**config.mk**
```make
export PLATFORM = sky130hd
export DESIGN_NAME = bar_window_decoder
export DESIGN_NICKNAME = d
export VERILOG_FILES = /design/src/rtl/bar_window_decoder.sv
export SDC_FILE = /design/constraint.sdc
export NUM_CORES = 1
export LEC_CHECK = 0
export BUFFER_PORTS_ARGS = -buffer_cell sky130_fd_sc_hd__buf_2
export CAP_MARGIN = 5
export CORE_MARGIN = 2
export CORE_UTILIZATION = 62
export CTS_BUF_LIST = sky130_fd_sc_hd__clkbuf_16
export DETAILED_ROUTE_END_ITERATION = 8
export PLACE_DENSITY_LB_ADDON = 0.3
export SYNTH_ARGS = -nofsm -noshare
export SYNTH_HDL_FRONTEND = slang
export SYNTH_SLANG_ARGS = --single-unit
```
**constraint.sdc**
```tcl
create_clock -name clk -period 10.2 [get_ports clk]
set_input_delay 1.02 -clock clk [delete_from_list [all_inputs] [get_ports clk]]
set_output_delay 1.02 -clock clk [all_outputs]
set_load 0.02 [all_outputs]
```
**src/rtl/bar_window_decoder.sv**
```systemverilog
module bar_window_decoder #(
  parameter int NUM_WIN = 6,
  parameter int AW = 32,
  parameter int IDX_W = 3,
  parameter int IO_TYPE_BITS = 2,
  parameter int MEM_TYPE_BITS = 4,
  parameter logic [AW-1:0] IO_SPACE_BASE = 32'h0001_0000,
  parameter logic [AW-1:0] MEM_SPACE_BASE = 32'h4000_0000
) (
  input  logic                  clk,
  input  logic                  rst_n,
  input  logic                  wr_en_i,
  input  logic [IDX_W-1:0]      wr_idx_i,
  input  logic [AW-1:0]         wr_data_i,
  input  logic [NUM_WIN-1:0]    bar_io_i,
  input  logic [NUM_WIN*AW-1:0] win_size_i,
  input  logic                  req_valid_i,
  input  logic [AW-1:0]         req_addr_i,
  output logic                  hit_o,
  output logic [IDX_W-1:0]      hit_idx_o,
  output logic [AW-1:0]         hit_off_o,
  output logic                  range_chg_o
);

  localparam logic [AW-1:0] IO_MASK  = {{(AW-IO_TYPE_BITS){1'b0}}, {IO_TYPE_BITS{1'b1}}};
  localparam logic [AW-1:0] MEM_MASK = {{(AW-MEM_TYPE_BITS){1'b0}}, {MEM_TYPE_BITS{1'b1}}};
  localparam logic [IDX_W-1:0] LAST_IDX = IDX_W'(NUM_WIN-1);

  logic [AW-1:0] base_q [NUM_WIN];
  logic          wr_ok, wr_io, wr_take;
  logic [AW-1:0] wr_field, wr_base;

  assign wr_ok    = wr_idx_i <= LAST_IDX;
  assign wr_io    = wr_ok & bar_io_i[wr_idx_i];
  assign wr_field = wr_data_i & ~(wr_io ? IO_MASK : MEM_MASK);
  assign wr_base  = wr_field + (wr_io ? IO_SPACE_BASE : MEM_SPACE_BASE);
  assign wr_take  = wr_en_i && wr_ok && (wr_data_i != '1) && (wr_field != '0);

  always_ff @(posedge clk) begin
    if (!rst_n) begin
      for (int i = 0; i < NUM_WIN; i++) base_q[i] <= '0;
      range_chg_o <= 1'b0;
    end else begin
      if (wr_take) base_q[wr_idx_i] <= wr_base;
      range_chg_o <= wr_take;
    end
  end

  logic [NUM_WIN-1:0] match;

  for (genvar g = 0; g < NUM_WIN; g++) begin : g_win
    logic [AW:0] lim;
    assign lim = {1'b0, base_q[g]} + {1'b0, win_size_i[g*AW +: AW]};
    assign match[g] = (base_q[g] != '0) && (req_addr_i >= base_q[g]) &&
                      ({1'b0, req_addr_i} < lim);
  end

  logic             found;
  logic [IDX_W-1:0] sel_idx;
  logic [AW-1:0]    sel_base;

  always_comb begin
    found = 1'b0;
    sel_idx = '0;
    sel_base = '0;
    for (int i = NUM_WIN-1; i >= 0; i--) begin
      if (match[i]) begin
        found = 1'b1;
        sel_idx = IDX_W'(i);
        sel_base = base_q[i];
      end
    end
  end

  always_ff @(posedge clk) begin
    if (!rst_n) begin
      hit_o <= 1'b0;
      hit_idx_o <= '0;
      hit_off_o <= '0;
    end else begin
      hit_o <= req_valid_i && found;
      hit_idx_o <= (req_valid_i && found) ? sel_idx : '0;
      hit_off_o <= (req_valid_i && found) ? req_addr_i - sel_base : '0;
    end
  end

  a_r5_hit_needs_valid: assert property (@(posedge clk) disable iff (!rst_n)
    hit_o |-> $past(req_valid_i));

  a_r5_miss_clears: assert property (@(posedge clk) disable iff (!rst_n)
    !hit_o |-> (hit_idx_o == '0) && (hit_off_o == '0));

  a_r4_idx_in_range: assert property (@(posedge clk) disable iff (!rst_n)
    hit_o |-> hit_idx_o <= LAST_IDX);

  a_r7_pulse_needs_write: assert property (@(posedge clk) disable iff (!rst_n)
    range_chg_o |-> $past(wr_en_i));

  a_r8_sizing_no_pulse: assert property (@(posedge clk) disable iff (!rst_n)
    (wr_en_i && wr_data_i == '1) |=> !range_chg_o);

  a_r10_zero_base_no_hit: assert property (@(posedge clk) disable iff (!rst_n)
    (req_valid_i && req_addr_i == '0) |=> !hit_o);

endmodule

```
After elaboration in Yosys (flattened, before gate mapping)
Memories as Yosys holds them, arrays and structs flattened.
Index checks and enable logic that the tools add are counted.
Widths: inputs -> output; s select.
Cells by class
  muxes and demuxes: 28
  add/subtract/negate cells: 8
  reductions and logical operators: 28
  magnitude comparators: 14
  equal/unequal tests: 1
  bitwise logic cells: 5
Operators with widths (count)
  $mux 32: 7
  $reduce_bool 32->1: 7
  $add 32x32->33: 6
  $lt 32x33->1: 6
  $ge 32x32->1: 6
  $add 32x31->32: 1
  $and 32x32->32: 1
  $ne 32x32->1 const B: 1
  $not 4->32: 1
  $reduce_or 32->1: 1
  $sub 32x32->32: 1
  $mux 31: 1
  $logic_and 1x1->1: 16
  $mux 1: 13
  $mux 3: 3
  $reduce_or 6->1: 1
  $lt 3x4->1 const B: 1
  $mux 2: 2
  $mux 4: 1
  $reduce_or 4->1: 1
  $bmux 1 s3: 1
  $le 3x3->1 const B: 1
  $reduce_or 3->1: 1
  $not 1->1: 2
  other kinds (2): 2
Storage, ports and cells
  memory bits (writable): 192
  input port bits: 269
  output and inout bits: 37
  logic and storage cells: 91
  register bits: 37
  memories kept: 1
Memory list
  base_q: depth 6, bits a word 32, read ports 6, clocked after Yosys merged registers in 0, write ports 6, line 29  | logic [AW-1:0] base_q [NUM_WIN];

Logic depth before layout (Yosys ltp)
Gate-level depths: netlist (run 1).
  depth in word-level cells: 13
  depth in mapped cells: 42
  gate-level depth less buffers: 40

Least setup slack after synthesis (run 1)
No wires, ideal clock.
  kind: input-to-reg
  start: input win_size_i[162]
  end: register hit_off_o[26]
  setup slack: 1240 ps
  arrival: 8833 ps
  library setup time: 128 ps
  stages on the path: 41
  path buffers: 1
  required time: 10072 ps
  path through: ha_1 > fa_1 > a211oi_1 > nor2_1 > o311ai_1 > nand2_1 > o21a_1 > o21a_1 > o21a_1 > o21ai_0 > nand2b_1 > a21oi_1 > nor3_1 > a211o_1 > ha_1 > a211oi_1 > nor2_1 > a2111oi_0 > [... 5 more ...] > a221oi_1 > o31a_1 > a21oi_1 > ha_1 > inv_1 > fa_1 > a21o_1 > a21o_1 > a211oi_1 > o21ai_1 > a21o_1 > o221ai_1 > a211oi_1 > o41ai_1 > nand2b_1 > a21oi_1 > xor2_1 > nor2_1
On the way
  longest elaborated chain between the ends: 11
  elaborated cells between the ends (all ways): 18
  those cells by class: 2 x add/sub; 1 x order compare; 12 x mux; 3 x reduce/logical
RTL lines
  start: declaration: line 16  | input logic [NUM_WIN*AW-1:0] win_size_i,
  $add 32x32->33 *: line 53  | assign lim = {1'b0, base_q[g]} + {1'b0, win_size_i[g*AW +: AW]};
  $lt 32x33->1 *: line 55  | ({1'b0, req_addr_i} < lim);
  $logic_and 1x1->1 *: line 54  | assign match[g] = (base_q[g] != '0) && (req_addr_i >= base_q[g]) &&
  branches (longest 8 deep; another with $sub 32x32->32)
  end signal: assignment: line 83  | hit_off_o <= (req_valid_i && found) ? req_addr_i - sel_base : '0;
  end: declaration: line 21  | output logic [AW-1:0] hit_off_o,
Every way passes the cells marked *.
A chain may end at the register's enable or synchronous reset.

==> results.sh, run 1 <==
export IMPL_status="completed"
export IMPL_postLayoutCellArea_um2=30780
export IMPL_grt_pass1_wl_um=154200
export IMPL_die_h_um=214.7
export IMPL_syn_avg_cell_area_um2=8.427
export IMPL_mostFrequentLayoutCells="578 x ha_1, 335 x nor2_1, 305 x buf_2, 294 x a21oi_1, 291 x inv_1"
export IMPL_cp_end_kind="flop"
export IMPL_max_cap_violations=0
export IMPL_cts_sinks=217
export IMPL_synth_distinct_cells=83
export IMPL_grt_setup_unrepaired="no"
export IMPL_placed_area_um2=29830
export IMPL_synthArstFlopShare=0
export IMPL_post_drt_wl_per_cell_um=24.42
export IMPL_ctsHoldBuffers=0
export IMPL_rows=77
export IMPL_dp_cells=4141
export IMPL_ant_nets=0
export IMPL_overflow=0
export IMPL_io_pins=306
export IMPL_drive_above_1_share=0.1159
export IMPL_layout_nets=4434
export IMPL_setup_tns_ns=0
export IMPL_leakage_nw=14.72
export IMPL_drt_iter0_markers=3508
export IMPL_synth_yosys_warnings=0
export IMPL_syn_area_um2=27520
export IMPL_p_total_mw=4.469
export IMPL_final_cells=4192
export IMPL_fp_dieArea_um2=46080
export IMPL_critPathSlowestCell="edfxtp_1"
export IMPL_yosys_area_share_xor_xnor=0.05825
export IMPL_worst_slack_ns=0.4072
export IMPL_ir_worst_vdd_v=0.0001414
export IMPL_globalplace_congestion=1.050
export IMPL_wl_met3_um=11800
export IMPL_fin_skew_ns=0.01236
export IMPL_finalWirelength_um=102400
export IMPL_ys_ff_latch=217
export IMPL_cpMostUsedCell="o21ai_1"
export IMPL_grt_max_degree=37
export IMPL_synth_edff_count=180
export IMPL_final_core_util=0.6991
export IMPL_crit_fanout=5
export IMPL_synth_mux_area_fraction=0.01251
export IMPL_tightest_slew_ns=1.183
export IMPL_hold_violations=0
export IMPL_min_path_type="input pin to flop"
export IMPL_slowest_delay_ns=0.55
export IMPL_clk_path_buf_depth=3
export IMPL_syn2layout_area_growth_pct=11.86
export IMPL_yosysSeqAreaShare=0.2234
export IMPL_synth_simple_area_share=0.1688
export IMPL_setup_viol=0
export IMPL_max_freq_ghz=0.1021
export IMPL_crit_type="flop to flop"
export IMPL_layout_commonest_cell="ha_1"
export IMPL_clk_latency_ns=0.57
export IMPL_cts_buffers=27
export IMPL_top_layer="met5"
export IMPL_drcViolationCount=0
export IMPL_met2_length_um=44750
export IMPL_critPathLaunchType="flop"
export IMPL_cp_arrival_ns=10.23
export IMPL_htreeDepth=1
export IMPL_min_period_over_period=0.9601
export IMPL_max_slew_margin=0.2108
export IMPL_clkTransAtPathRegs_ns=0.06
export IMPL_synthAdderAreaFrac=0.2679
export IMPL_met1_length_um=40220
export IMPL_synth_compound_area_frac=0.2228
export IMPL_drtPass1Iterations=8
export IMPL_grt_usage=0.4319
export IMPL_clockRootBuffer="clkbuf_16"
export IMPL_die_width_um=214.7
export IMPL_whs_ns=0.7647
export IMPL_synth_top_family_by_area="adder cells"
export IMPL_syn_inst=3265
export IMPL_required_ns=10.63
export IMPL_via_count=28210
export IMPL_port_buffers=305
export IMPL_dpl_hpwl_um=83520
export IMPL_slew_violations=0
export IMPL_grt_pass1_vias=27140
export IMPL_power_density_nw_per_um2=145.2
export IMPL_coreArea_um2=44030
export IMPL_viasPerCell=6.730
export IMPL_period_needed_ns=9.793
export IMPL_antenna_found_initial=5
export IMPL_cts_tree="done"
export IMPL_ys_flop_type="edfxtp_1"
export IMPL_place_ws_ns=-0.4582
export IMPL_synth_fp_nets=4119
export IMPL_initial_utilization=0.6249
-- critical path, delay by kind of cell, from the launching register on --
kind	cells	cell delay, ns
flops	1	0.55
simple gates	7	1.53
fa+ha+maj	5	1.66
compound gates	25	5.56
buf+inv	1	0.07
xor+xnor	2	0.30
-- sequential cells by signal, summed over array words and instances, names as in the netlist --
| name | flops |
|---|---|
| hit_idx_o | 3 |
| range_chg_o | 1 |
| hit_off_o | 32 |
| base_q | 180 |
| hit_o | 1 |
-- logic make-up after synthesis --
| family | after synthesis |
|---|---|
| compound gates | 954 |
| xor+xnor | 183 |
| fa+ha+maj | 585 |
| buf+inv | 339 |
| flops | 217 |
| mux | 33 |
| simple gates | 954 |
-- path summary, 6_finish.rpt --
path	startpoint	endpoint	slack (ns)	cells past startpoint
worst max-delay path	base_q[4][2]$_SDFFCE_PN0P_	hit_off_o[26]$_SDFF_PN0_	0.41	40
worst min-delay path	req_valid_i	hit_idx_o[1]$_SDFF_PP0_	0.76	3
worst max register to register	base_q[4][2]$_SDFFCE_PN0P_	hit_off_o[26]$_SDFF_PN0_	0.41	40
worst min register to register	base_q[1][31]$_SDFFCE_PN0P_	hit_off_o[31]$_SDFF_PN0_	0.97	4
-- final cells by class --
type	instances	area (um^2)
clock buffers	27	675.6
multi-input cells	2709	20180
clock inverters	21	188.9
diodes	1	2.502
repair buffers	335	1755
flip-flops and latches	217	6146
fillers	3591	13250
well taps	592	740.7
inverters	290	1089
-- report_power, final --
| group | total [mW] | internal, mW | leakage (nW) | switching [mW] |
|---|---|---|---|---|
| combinational | 2.34 | 0.934 | 12.3 | 1.41 |
| sequential | 1.15 | 1.05 | 2.03 | 0.106 |
| clock | 0.974 | 0.557 | 0.432 | 0.417 |
-- synthesized netlist by cell type (31+ instances only) --
| library cell | n | area [um^2] |
|---|---|---|
| nand3_1 | 68 | 340.3 |
| o21ai_1 | 37 | 185.2 |
| a211oi_1 | 54 | 405.4 |
| a21oi_1 | 298 | 1491 |
| xor2_1 | 98 | 858.3 |
| inv_1 | 289 | 1085 |
| o21a_1 | 32 | 240.2 |
| nor3_1 | 46 | 230.2 |
| nor2b_1 | 41 | 256.5 |
| o21bai_1 | 44 | 330.3 |
| xnor2_1 | 85 | 744.5 |
| nand4_1 | 82 | 513.0 |
| a21o_1 | 140 | 1051 |
| dfxtp_1 | 37 | 740.7 |
| ha_1 | 578 | 7232 |
| a22oi_1 | 34 | 255.2 |
| nor2_1 | 335 | 1257 |
| nand2b_1 | 35 | 219.0 |
| nor4_1 | 67 | 419.2 |
| clkbuf_1 | 44 | 165.2 |
| o21ai_0 | 127 | 635.6 |
| nand2_1 | 168 | 630.6 |
| edfxtp_1 | 180 | 5405 |
| mux2i_1 | 31 | 310.3 |
-- layer usage --
metal / up-vias / track usage
met5: - / 0
met4: 10 / 0.1965
met3: 442 / 0.08411
met2: 1781 / 0.6849
met1: 13160 / 0.5699
li1: 12820 / -
-- timing repair --
action / CTS / global route
resized for setup: 1 / 12
setup buffers: 0 / 2
pin swaps: 0 / 1
setup endpoints to repair: 1 / 8
Note: power is estimated with default switching activity, not from simulation.
==> run 2, diff against run 1 <==
Clock period 10.2 ns to 10.45 ns, I/O delays scaled along.
==> run 2 against run 1 <==
Worst setup slack worse by 0.083 ns; core utilization unchanged; combinational power down 3%; clock skew grew 0.021 ns; register-to-register slack got worse by 0.08 ns; count of clock-buffer cells in the layout down 1; clock power rose by 5%; first-iteration DRC count is 2.6% lower; hold slack improved by 0.037 ns; non-clock buffer count fell by 3; sequential power about the same; critical path type unchanged; critical endpoint unchanged; largest cell class unchanged.
==> results.sh, run 2 (same netlist as run 1, synthesis figures left out) <==
export IMPL_status="completed"
export IMPL_htreeDepth=1
export IMPL_clkTransAtPathRegs_ns=0.06
export IMPL_initial_utilization=0.6249
export IMPL_antenna_found_initial=3
export IMPL_drtPass1Iterations=6
export IMPL_dpl_hpwl_um=82620
export IMPL_p_clk_frac=0.232
export IMPL_crit_fanout=4
export IMPL_grt_max_degree=43
export IMPL_critPathSlowestCell="edfxtp_1"
export IMPL_dp_cells=4140
export IMPL_power_density_nw_per_um2=143.4
export IMPL_layout_nets=4430
export IMPL_io_pins=306
export IMPL_cp_end_kind="flop"
export IMPL_cp_arrival_ns=10.54
export IMPL_cts_buffers=26
export IMPL_die_width_um=214.7
export IMPL_cts_tree="done"
export IMPL_globalplace_congestion=1.066
export IMPL_slew_violations=0
export IMPL_post_drt_wl_per_cell_um=24.29
export IMPL_grt_usage=0.4305
export IMPL_cts_sinks=217
export IMPL_regMostFlops="base_q"
export IMPL_largest_register_ffs=180
export IMPL_leakage_nw=14.72
export IMPL_place_ws_ns=-0.1817
export IMPL_r2r_start="base_q[4][2]$_SDFFCE_PN0P_"
export IMPL_die_h_um=214.7
export IMPL_port_buffers=305
export IMPL_r2r_slack_ns=0.32
export IMPL_setup_tns_ns=0
export IMPL_power_frac_seq=0.254
export IMPL_viasPerCell=6.709
export IMPL_max_slew_margin=0.2562
export IMPL_hold_end="hit_idx_o[1]$_SDFF_PP0_"
export IMPL_min_path_type="input pin to flop"
export IMPL_ctsHoldBuffers=0
export IMPL_post_cts_setup_buffers=0
export IMPL_layout_commonest_cell="ha_1"
export IMPL_comb_power_share=0.514
export IMPL_netSwitchingFraction=0.4264
export IMPL_ant_nets=0
export IMPL_setup_viol=0
export IMPL_coreArea_um2=44030
export IMPL_min_path_cells=3
export IMPL_fillers=3557
export IMPL_clockRootBuffer="clkbuf_16"
export IMPL_overflow=0
export IMPL_mostFrequentLayoutCells="578 x ha_1, 335 x nor2_1, 305 x buf_2, 296 x a21oi_1, 293 x inv_1"
export IMPL_via_count=28100
export IMPL_finalWirelength_um=101800
export IMPL_ir_worst_vdd_v=0.0001518
export IMPL_fin_skew_ns=0.03311
export IMPL_critPathLaunchType="flop"
export IMPL_p_int_mw=2.531
export IMPL_grt_pass1_vias=27050
export IMPL_clk_latency_ns=0.58
export IMPL_fp_dieArea_um2=46080
export IMPL_hold_violations=0
export IMPL_grt_setup_unrepaired="no"
export IMPL_r2r_cells=41
export IMPL_min_period_over_period=0.9689
export IMPL_final_cells=4189
export IMPL_period_needed_ns=10.13
export IMPL_required_ns=10.87
export IMPL_drt_iter0_markers=3418
export IMPL_netSwitchingPower_mw=1.882
export IMPL_syn2layout_area_growth_pct=11.86
export IMPL_ctsResizeCount=0
export IMPL_grt_pass1_wl_um=154200
export IMPL_max_freq_ghz=0.09876
export IMPL_largestRegisters="base_q (180), hit_off_o (32), hit_idx_o (3)"
export IMPL_worst_slack_ns=0.3246
export IMPL_regToRegEndpoint="hit_off_o[26]$_SDFF_PN0_"
export IMPL_cpMostUsedCell="o21ai_1"
export IMPL_hp_start="req_valid_i"
export IMPL_crit_type="flop to flop"
export IMPL_slowest_delay_ns=0.58
export IMPL_drive_above_1_share=0.1132
export IMPL_tightest_slew_ns=1.115
export IMPL_drcViolationCount=0
export IMPL_rows=77
export IMPL_clk_path_buf_depth=3
export IMPL_max_cap_violations=0
-- run 2: cell count changes in the layout (fill, tap and decap cells not counted), moves of 2 or more --
cell / change
buf_4: -2
inv_6: +2
bufinv_16: +3
a21oi_1: +2
inv_1: +2
a21oi_2: -2
clkinv_2: -4
-- run 2: stage by stage --
step,utilization,instance area (um^2),power [mW],hold slack [ns]
after floorplan,-,27520,2.625,0.7495
after detailed placement,0.6774,29830,3.312,1.040
after global placement,0.6774,29830,3.222,1.034
after CTS,0.6986,30760,4.329,0.7933
final,0.6991,30780,4.413,0.8019
after global routing,0.6990,30780,4.647,0.8341
-- run 2: worst max-delay path by stage --
stage                               end  cells after the start                       start  slack (ns)
6_report       hit_off_o[26]$_SDFF_PN0_                     41  base_q[4][2]$_SDFFCE_PN0P_        0.32
5_1_grt        hit_off_o[26]$_SDFF_PN0_                     39  base_q[0][2]$_SDFFCE_PN0P_        0.01
4_1_cts        hit_off_o[26]$_SDFF_PN0_                     41  base_q[4][2]$_SDFFCE_PN0P_        0.28
3_5_place_dp   hit_off_o[26]$_SDFF_PN0_                     42             win_size_i[130]       -0.18
3_3_place_gp   hit_off_o[26]$_SDFF_PN0_                     42             win_size_i[130]       -0.01
2_1_floorplan  hit_off_o[26]$_SDFF_PN0_                     41             win_size_i[162]        1.46
-- run 2: area by class of cell --
cell class | count | area, um^2 | area share
inverters | 290 | 1089 | 0.03537
multi-input cells | 2709 | 20140 | 0.6544
diodes | 1 | 2.502 | 0.00008130
clock buffers | 26 | 650.6 | 0.02114
well taps | 592 | 740.7 | 0.02407
clock inverters | 22 | 280.3 | 0.009106
flip-flops and latches | 217 | 6146 | 0.1997
repair buffers | 332 | 1729 | 0.05618
-- run 2: critical path: cells and delay by family, from the launching register on --
family,cells,cell delay [ns]
adder cells (fa/ha/maj),5,1.66
AO/OA/AOI/OAI,25,5.60
AND/OR/NAND/NOR,7,1.53
buffers and inverters,2,0.27
XOR/XNOR,2,0.31
flip-flops,1,0.58
-- run 2: power groups by stage --
stage | clock network [mW] | logic, mW | registers, mW
global placement | 0 | 2.09 | 1.13
global route | 1.04 | 2.49 | 1.12
detailed placement | 0 | 2.18 | 1.13
CTS | 1.01 | 2.20 | 1.11
finish | 1.02 | 2.27 | 1.12
floorplan | 0 | 1.50 | 1.13
-- run 2: metal layers --
| layer | global-route usage | wire [um] | vias up | part of all wire |
|---|---|---|---|---|
| met5 | 0 | 26 | - | 0.00026 |
| met4 | 0.1935 | 5226 | 4 | 0.051 |
| met3 | 0.07631 | 11630 | 396 | 0.11 |
| met2 | 0.6802 | 44490 | 1792 | 0.44 |
| met1 | 0.5758 | 40390 | 13080 | 0.40 |
| li1 | - | - | 12830 | - |
